File: config.mk
export PLATFORM = sky130hd
export DESIGN_NAME = pwr_seq_ctrl
export DESIGN_NICKNAME = d
export VERILOG_FILES = /design/src/rtl/pwr_seq_pkg.sv /design/src/rtl/psc_sync.sv /design/src/rtl/psc_seq.sv /design/src/rtl/psc_regs.sv /design/src/rtl/pwr_seq_ctrl.sv
export SDC_FILE = /design/constraint.sdc
export NUM_CORES = 1
export LEC_CHECK = 0
export BUFFER_PORTS_ARGS = -buffer_cell sky130_fd_sc_hd__buf_2
export CELL_PAD_IN_SITES_DETAIL_PLACEMENT = 1
export CELL_PAD_IN_SITES_GLOBAL_PLACEMENT = 1
export CORE_MARGIN = 1.5
export CORE_UTILIZATION = 30
export DETAILED_ROUTE_END_ITERATION = 7
export GPL_TIMING_DRIVEN = 0
export HOLD_SLACK_MARGIN = 0.03
export PLACE_DENSITY_LB_ADDON = 0.1
export SLEW_MARGIN = 20
export SYNTH_ARGS = -nofsm -noshare
export SYNTH_HDL_FRONTEND = slang
export SYNTH_HIERARCHICAL = 1
export SYNTH_SLANG_ARGS = --single-unit
File: constraint.sdc
create_clock -name clk -period 1.6 [get_ports clk]
set_clock_uncertainty 0.05 [all_clocks]
set_input_delay 0.24 -clock clk [delete_from_list [all_inputs] [get_ports clk]]
set_output_delay 0.24 -clock clk [all_outputs]
set_load 0.02 [all_outputs]
File: src/rtl/pwr_seq_pkg.sv
package pwr_seq_pkg;

    typedef enum logic [1:0] {
        ST_OFF     = 2'd0,
        ST_BOOT    = 2'd1,
        ST_STANDBY = 2'd2
    } seq_state_e;

    localparam int ADDR_W = 2;
    localparam int DATA_W = 8;

    localparam logic [ADDR_W-1:0] A_CTRL = 2'd0;
    localparam logic [ADDR_W-1:0] A_STAT = 2'd1;
    localparam logic [ADDR_W-1:0] A_MASK = 2'd2;
    localparam logic [ADDR_W-1:0] A_CFG  = 2'd3;

    // clock cycles spanned by a wait given in microseconds
    function automatic int wait_cycles(input int clk_khz, input int wait_us);
        int c;
        c = (clk_khz * wait_us) / 1000;
        return (c < 1) ? 1 : c;
    endfunction

endpackage

File: src/rtl/psc_sync.sv
module psc_sync #(
    parameter int W = 2
) (
    input  logic         clk,
    input  logic         rst,
    input  logic [W-1:0] async_i,
    output logic [W-1:0] sync_o
);
    for (genvar i = 0; i < W; i++) begin : g_bit
        logic st1_q, st2_q;
        always_ff @(posedge clk) begin
            if (rst) begin
                st1_q <= 1'b0;
                st2_q <= 1'b0;
            end else begin
                st1_q <= async_i[i];
                st2_q <= st1_q;
            end
        end
        assign sync_o[i] = st2_q;
    end
endmodule

File: src/rtl/psc_seq.sv
module psc_seq
    import pwr_seq_pkg::*;
#(
    parameter int WAIT_CYC = 12,
    localparam int CNT_W = $clog2(WAIT_CYC + 1)
) (
    input  logic             clk,
    input  logic             rst,
    input  logic             hold,
    output seq_state_e       state_o,
    output logic [CNT_W-1:0] cnt_o
);
    localparam logic [CNT_W-1:0] LAST = CNT_W'(WAIT_CYC - 1);

    seq_state_e       state_q;
    logic [CNT_W-1:0] cnt_q;

    always_ff @(posedge clk) begin
        if (rst) begin
            state_q <= ST_OFF;
            cnt_q   <= '0;
        end else if (hold) begin
            state_q <= ST_OFF;
            cnt_q   <= '0;
        end else begin
            unique case (state_q)
                ST_OFF: begin
                    state_q <= ST_BOOT;
                    cnt_q   <= '0;
                end
                ST_BOOT: begin
                    if (cnt_q == LAST) begin
                        state_q <= ST_STANDBY;
                        cnt_q   <= '0;
                    end else begin
                        cnt_q <= cnt_q + 1'b1;
                    end
                end
                default: begin
                    state_q <= ST_STANDBY;
                    cnt_q   <= '0;
                end
            endcase
        end
    end

    assign state_o = state_q;
    assign cnt_o   = cnt_q;
endmodule

File: src/rtl/psc_regs.sv
module psc_regs
    import pwr_seq_pkg::*;
#(
    parameter logic [DATA_W-1:0] CFG_DEFAULT = 8'hA5
) (
    input  logic              clk,
    input  logic              rst,
    input  logic              bus_open,
    input  logic              wr_en,
    input  logic [ADDR_W-1:0] wr_addr,
    input  logic [DATA_W-1:0] wr_data,
    input  logic [ADDR_W-1:0] rd_addr,
    output logic [DATA_W-1:0] rd_data,
    output logic              stat_bit,
    output logic              mask_bit,
    output logic [DATA_W-1:0] cfg_q,
    output logic              int_req
);
    logic we, swrst;

    assign we    = wr_en & bus_open;
    assign swrst = we & (wr_addr == A_CTRL) & wr_data[0];

    // defaults load while closed and on a software reset
    always_ff @(posedge clk) begin
        if (rst || !bus_open || swrst) begin
            stat_bit <= 1'b1;
            mask_bit <= 1'b0;
            cfg_q    <= CFG_DEFAULT;
        end else if (we) begin
            unique case (wr_addr)
                A_STAT:  if (wr_data[0]) stat_bit <= 1'b0;
                A_MASK:  mask_bit <= wr_data[0];
                A_CFG:   cfg_q    <= wr_data;
                default: ;
            endcase
        end
    end

    always_comb begin
        rd_data = '0;
        if (bus_open) begin
            unique case (rd_addr)
                A_STAT:  rd_data = {{(DATA_W-1){1'b0}}, stat_bit};
                A_MASK:  rd_data = {{(DATA_W-1){1'b0}}, mask_bit};
                A_CFG:   rd_data = cfg_q;
                default: rd_data = '0;
            endcase
        end
    end

    assign int_req = bus_open & stat_bit & ~mask_bit;
endmodule

File: src/rtl/pwr_seq_ctrl.sv
module pwr_seq_ctrl
    import pwr_seq_pkg::*;
#(
    parameter int CLK_KHZ = 125000,
    parameter int WAIT_US = 1200,
    parameter logic [7:0] CFG_DEFAULT = 8'hA5,
    localparam int WAIT_CYC = wait_cycles(CLK_KHZ, WAIT_US),
    localparam int CNT_W = $clog2(WAIT_CYC + 1)
) (
    input  logic       clk,
    input  logic       rst,
    input  logic       rst_pin_i,
    input  logic       uv_i,
    input  logic       wr_en_i,
    input  logic [1:0] wr_addr_i,
    input  logic [7:0] wr_data_i,
    input  logic [1:0] rd_addr_i,
    output logic [7:0] rd_data_o,
    output logic       bus_ready_o,
    output logic       int_oe_o,
    output logic [1:0] state_o
);
    logic [1:0]       pins_s;
    logic             hold;
    seq_state_e       state;
    logic [CNT_W-1:0] boot_cnt;
    logic             stat_bit, mask_bit, int_req;
    logic [7:0]       cfg_q;

    psc_sync #(.W(2)) u_sync (
        .clk     (clk),
        .rst     (rst),
        .async_i ({uv_i, rst_pin_i}),
        .sync_o  (pins_s)
    );

    assign hold = ~pins_s[0] | pins_s[1];

    psc_seq #(.WAIT_CYC(WAIT_CYC)) u_seq (
        .clk     (clk),
        .rst     (rst),
        .hold    (hold),
        .state_o (state),
        .cnt_o   (boot_cnt)
    );

    assign bus_ready_o = (state == ST_STANDBY);

    psc_regs #(.CFG_DEFAULT(CFG_DEFAULT)) u_regs (
        .clk      (clk),
        .rst      (rst),
        .bus_open (bus_ready_o),
        .wr_en    (wr_en_i),
        .wr_addr  (wr_addr_i),
        .wr_data  (wr_data_i),
        .rd_addr  (rd_addr_i),
        .rd_data  (rd_data_o),
        .stat_bit (stat_bit),
        .mask_bit (mask_bit),
        .cfg_q    (cfg_q),
        .int_req  (int_req)
    );

    assign int_oe_o = int_req;
    assign state_o  = state;
endmodule

* Word level (Yosys, flattened, before mapping)
Cells that the tools add are included.
Cells by class: $add $sub $neg 1, eq/ne operators 10, multiplexer cells 4, bitwise logic cells 9, reductions and logical operators 10
Operator list (number):
- 8-bit one-hot mux with 3 select lines | 1
- 18-bit by 1-bit adder with 18-bit output, second input constant | 1
- 18-bit == test, second input constant | 1
- 2-bit == test, second input constant | 5
- 8-bit two-way mux | 1
- 2-bit by 1-bit == test with 1-bit output, second input constant | 3
- 1-bit bitwise AND | 5
- 2-bit logical NOT | 2
- 2-bit one-hot mux with 2 select lines | 1
- 2-bit AND reduction | 2
- 4-bit OR reduction | 1
- 1-bit inverter | 3
- 3-bit AND reduction | 1
- 1-bit logical OR | 2
- 2-bit two-way mux | 1
- 2-bit by 1-bit inequality test with 1-bit output, second input constant | 1
- 2-bit OR reduction | 1
- 1-bit logical NOT | 1
- 1-bit bitwise OR | 1
Word-level totals: register bits after elaboration 34, input bits 17, output and inout bits 12

* Longest topological paths before layout
depth after elaboration 5, gate-level depth with buffers 7

* Hierarchy
The synthesis kept the hierarchy.
By module, submodules not included:
- psc_seq | instances 1, cells each 97, area an instance 919.6 um^2
- psc_regs | instances 1, cells each 60, area an instance 478.0 um^2
- psc_sync | instances 1, cells each 10, area an instance 120.1 um^2
- pwr_seq_ctrl | instances 1, cells each 2, area an instance 20.0 um^2

* Worst setup path after synthesis
No wires, ideal clock.
path type register to register, start point register u_sync.g_bit[1].st2_q, end point register u_seq.cnt_q[16], in the netlist u_seq/cnt_o[16], data arrival time 1.558 ns, required time 1.486 ns, slack -0.072 ns, stages on the path, launching flop included 8, period minus slack after synthesis 1.672 ns, path through dfxtp_1 buf_4 nand2b_1 or4b_1 a21o_1 buf_2 buf_4 nor2_1
Between the ends: cells in the longest elaborated chain, start to end 2
RTL lines:
- start: declaration | RTL line psc_sync.sv:10 | logic st1_q, st2_q;
- start signal: assignment | RTL line psc_sync.sv:17 | st2_q <= st1_q;
- 1-bit bitwise OR | RTL line pwr_seq_ctrl.sv:37 | assign hold = ~pins_s[0] | pins_s[1];
- via hold | RTL line pwr_seq_ctrl.sv:24 | logic hold;
- 4-bit OR reduction (no line)
- end signal: assignment | RTL line psc_seq.sv:36 | cnt_q <= cnt_q + 1'b1;
- end: declaration | RTL line psc_seq.sv:16 | logic [CNT_W-1:0] cnt_q;
The timed path passes the listed nets, and every way through them passes these cells. A chain may end at the register's enable or synchronous reset.

* Final worst setup path
start point register u_sync.g_bit[1].st2_q, end point register u_seq.cnt_q[17], in the netlist u_seq/cnt_o[17]
Same word-level chain as after synthesis.

==> metrics.yaml <==
die-area_mm2: 0.005564
synth_xor_area_frac: 0.08544
cap_violations: 0
ir_drop_mv: 0.3934
met2_length_mm: 1.818
clock_latency_ns: 0.28
worst_setup_path_end_kind: "register"
cts_made_buffers: 5
final.period_utilization: 0.9959
yosysSeqAreaShare: 0.4426
routed_wl_mm: 3.798
synth_area_leaders: "dfxtp_1, xnor2_1, nand2_1"
syn_nets: 187
power_frac_clock: 0.411
status: "finished, final reports clean"
critPathRequiredTime_ns: 1.76
min_path_type: "in -> reg"
highest-signal-layer: "met4"
synth.most_common_cell: "dfxtp_1"
area_growth_pct: 37.92
p_int_w: 0.001202
drt-initial-drc-count: 38
clockRootBuffer: "clkbuf_8"
layout-drive-gt1-share: 0.4348
synth.avg_cell_area_um2: 9.099
grt_pass1_vias: 1354
combPwrFrac: 0.028
synthArstFlopShare: 0
first_pass_iters: 4
synth_top_family_by_area: "simple AND/OR/NAND/NOR gates"
synth_compound_area_frac: 0.04394
startpoint_type: "register"
slew_violations: 0
slew_headroom: 0.7523
m1WireLength_mm: 1.839
p_sw_w: 0.0003116
crit_fanout: 4
seqPwrFrac: 0.561
drc: 0
vias: 1302
h-tree-depth: 2
synth_top_area_share: 0.4426
synthCells: 169
hold_viol: 0
antenna_found_initial: 0
placement.io_buffers: 28
row_count: 25
n_antenna_cell: 0
swShare: 0.2059
grt_util_all_layers: 0.1549
finalNonFillerCells: 274
yosys.area_share.simple: 0.3735
nNetsFinal: 226
pin_count: 29
die_w_um: 74.60
rsz0062_at_grt: "true"
p_leak_nw: 0.7612
grt_max_degree: 11
period_minus_slack_ns: 1.594
synth_adder_area_share: 0.008137
path_clk_slew_ns: 0.06
critical_path_class: "reg -> reg"
synth_top_area_cell: "dfxtp_1"
die_h_um: 74.60
hold_buffers: 0
synth_common_cells: "dfxtp_1, nand2_1, nor2_1, xnor2_1, nand3_1"
synth_edf_count: 0
synth.area.mux_share: 0.01383
wl_per_cell_um: 13.86
initial_core_util: 0.3192
wl_met3_um: 118
cts_tree: "done"
multi_input_area_um2: 935.9
syn-cell-area_mm2: 0.001538
placed_area_mm2: 0.001779
seqCellArea_um2: 708.2
synthFlopType: "dfxtp_1"
dp_hpwl_mm: 2.654
powerDensity_mw_per_mm2: 713.5
cts_sinks: 34
via_per_inst: 4.752
ys_seq_elements: 34
fin_area_mm2: 0.002121
finalWeightedCongestion: 0.8718
antenna_left: 0
core_mm2: 0.004817
ys.warnings.count: 6
dp.cells: 264
finalPower_w: 0.001513
nFillCells: 576
tightest_slew_ns: 0.3705
max_freq_ghz: 0.6275
grt_pass1_wl_mm: 6.327
setup_viol: 0
max-clock-path-buffers: 2
cp.arrival_ns: 1.76
synth_cell_types: 42
grt_overflow: 0
layer usage:
layer | track usage | up-vias
met5 | 0 | -
met4 | 0.06061 | 0
met3 | 0.04878 | 2
met2 | 0.2490 | 21
met1 | 0.1934 | 623
li1 | - | 656
critical path, cell delays in order, from the launching register on:
cell	delay, ns
dfxtp_2	0.31
nand2b_4	0.13
or4b_4	0.49
a21o_1	0.18
buf_6	0.14
buf_6	0.13
a21oi_2	0.09
per-stage QoR:
stage          setup TNS [ns]    util  setup slack, ns  hold WS, ns
3_5_place_dp           -1.302  0.3694          -0.1322       0.3876
4_1_cts                     0  0.4140        0.0004643       0.1158
5_1_grt               -0.8473  0.4403         -0.06921       0.1140
3_3_place_gp          -0.9579  0.3694         -0.09795       0.3757
2_1_floorplan         -0.2633       -         -0.02654       0.2616
6_report                    0  0.4403         0.006484       0.1258
flip-flops by register name, indices dropped and copies added, names as in the netlist:
signal              cells
u_sync/g_bit.st1_q      2
u_seq/state_o           2
u_regs/stat_bit         1
u_seq/cnt_o            18
u_sync/g_bit.st2_q      2
u_regs/mask_bit         1
u_regs/cfg_q            8
placed cells by master (no fill, tap or decap), types with 7 or more instances in the layout:
| cell type | count |
|---|---|
| xnor2_1 | 12 |
| nor2_2 | 8 |
| nand3_1 | 7 |
| dfxtp_1 | 18 |
| buf_2 | 19 |
| buf_6 | 11 |
| nor2_1 | 9 |
| dfxtp_2 | 13 |
| nand2_1 | 22 |
final timing paths:
path | start | slack [ns] | to | cells past startpoint
max | u_sync/g_bit[1].st2_q | 0.006 | u_seq/cnt_o[17] | 6
min | wr_data_i[5] | 0.13 | u_regs/cfg_q[5] | 3
max reg2reg | u_sync/g_bit[1].st2_q | 0.006 | u_seq/cnt_o[17] | 6
min reg2reg | u_sync/g_bit[1].st1_q | 0.40 | u_sync/g_bit[1].st2_q | 1
final cells by class:
cell class / count / share of cell area
inverter: 3 / 0.005310
tap: 67 / 0.03953
timing repair buffer: 34 / 0.1233
buffer: 3 / 0.01770
sequential: 34 / 0.3339
clock buffer: 6 / 0.03894
multi-input combinational: 127 / 0.4413
cells by family (layout without fill, tap and decap cells):
family / count (synthesis) / count (layout)
simple gates: 98 / 98
buf+inv: 8 / 46
flops: 34 / 34
compound gates: 11 / 11
xor+xnor: 15 / 15
mux: 2 / 2
fa+ha+maj: 1 / 1
power groups by stage:
stage                     clock network, W  logic (W)  registers (W)
final                             0.000622  0.0000426       0.000849
after detailed placement                 0  0.0000429       0.000873
after global routing              0.000706  0.0000469       0.000849
after floorplan                          0  0.0000136       0.000873
after CTS                         0.000654  0.0000446       0.000853
after global placement                   0  0.0000418       0.000873
repair_timing:
item,CTS,global route
gates resized for setup,31,39
gates cloned,1,0
pin swaps,6,10
endpoints found under the setup margin,23,26
buffers inserted,4,1
Note: power is estimated with default switching activity, not from simulation.
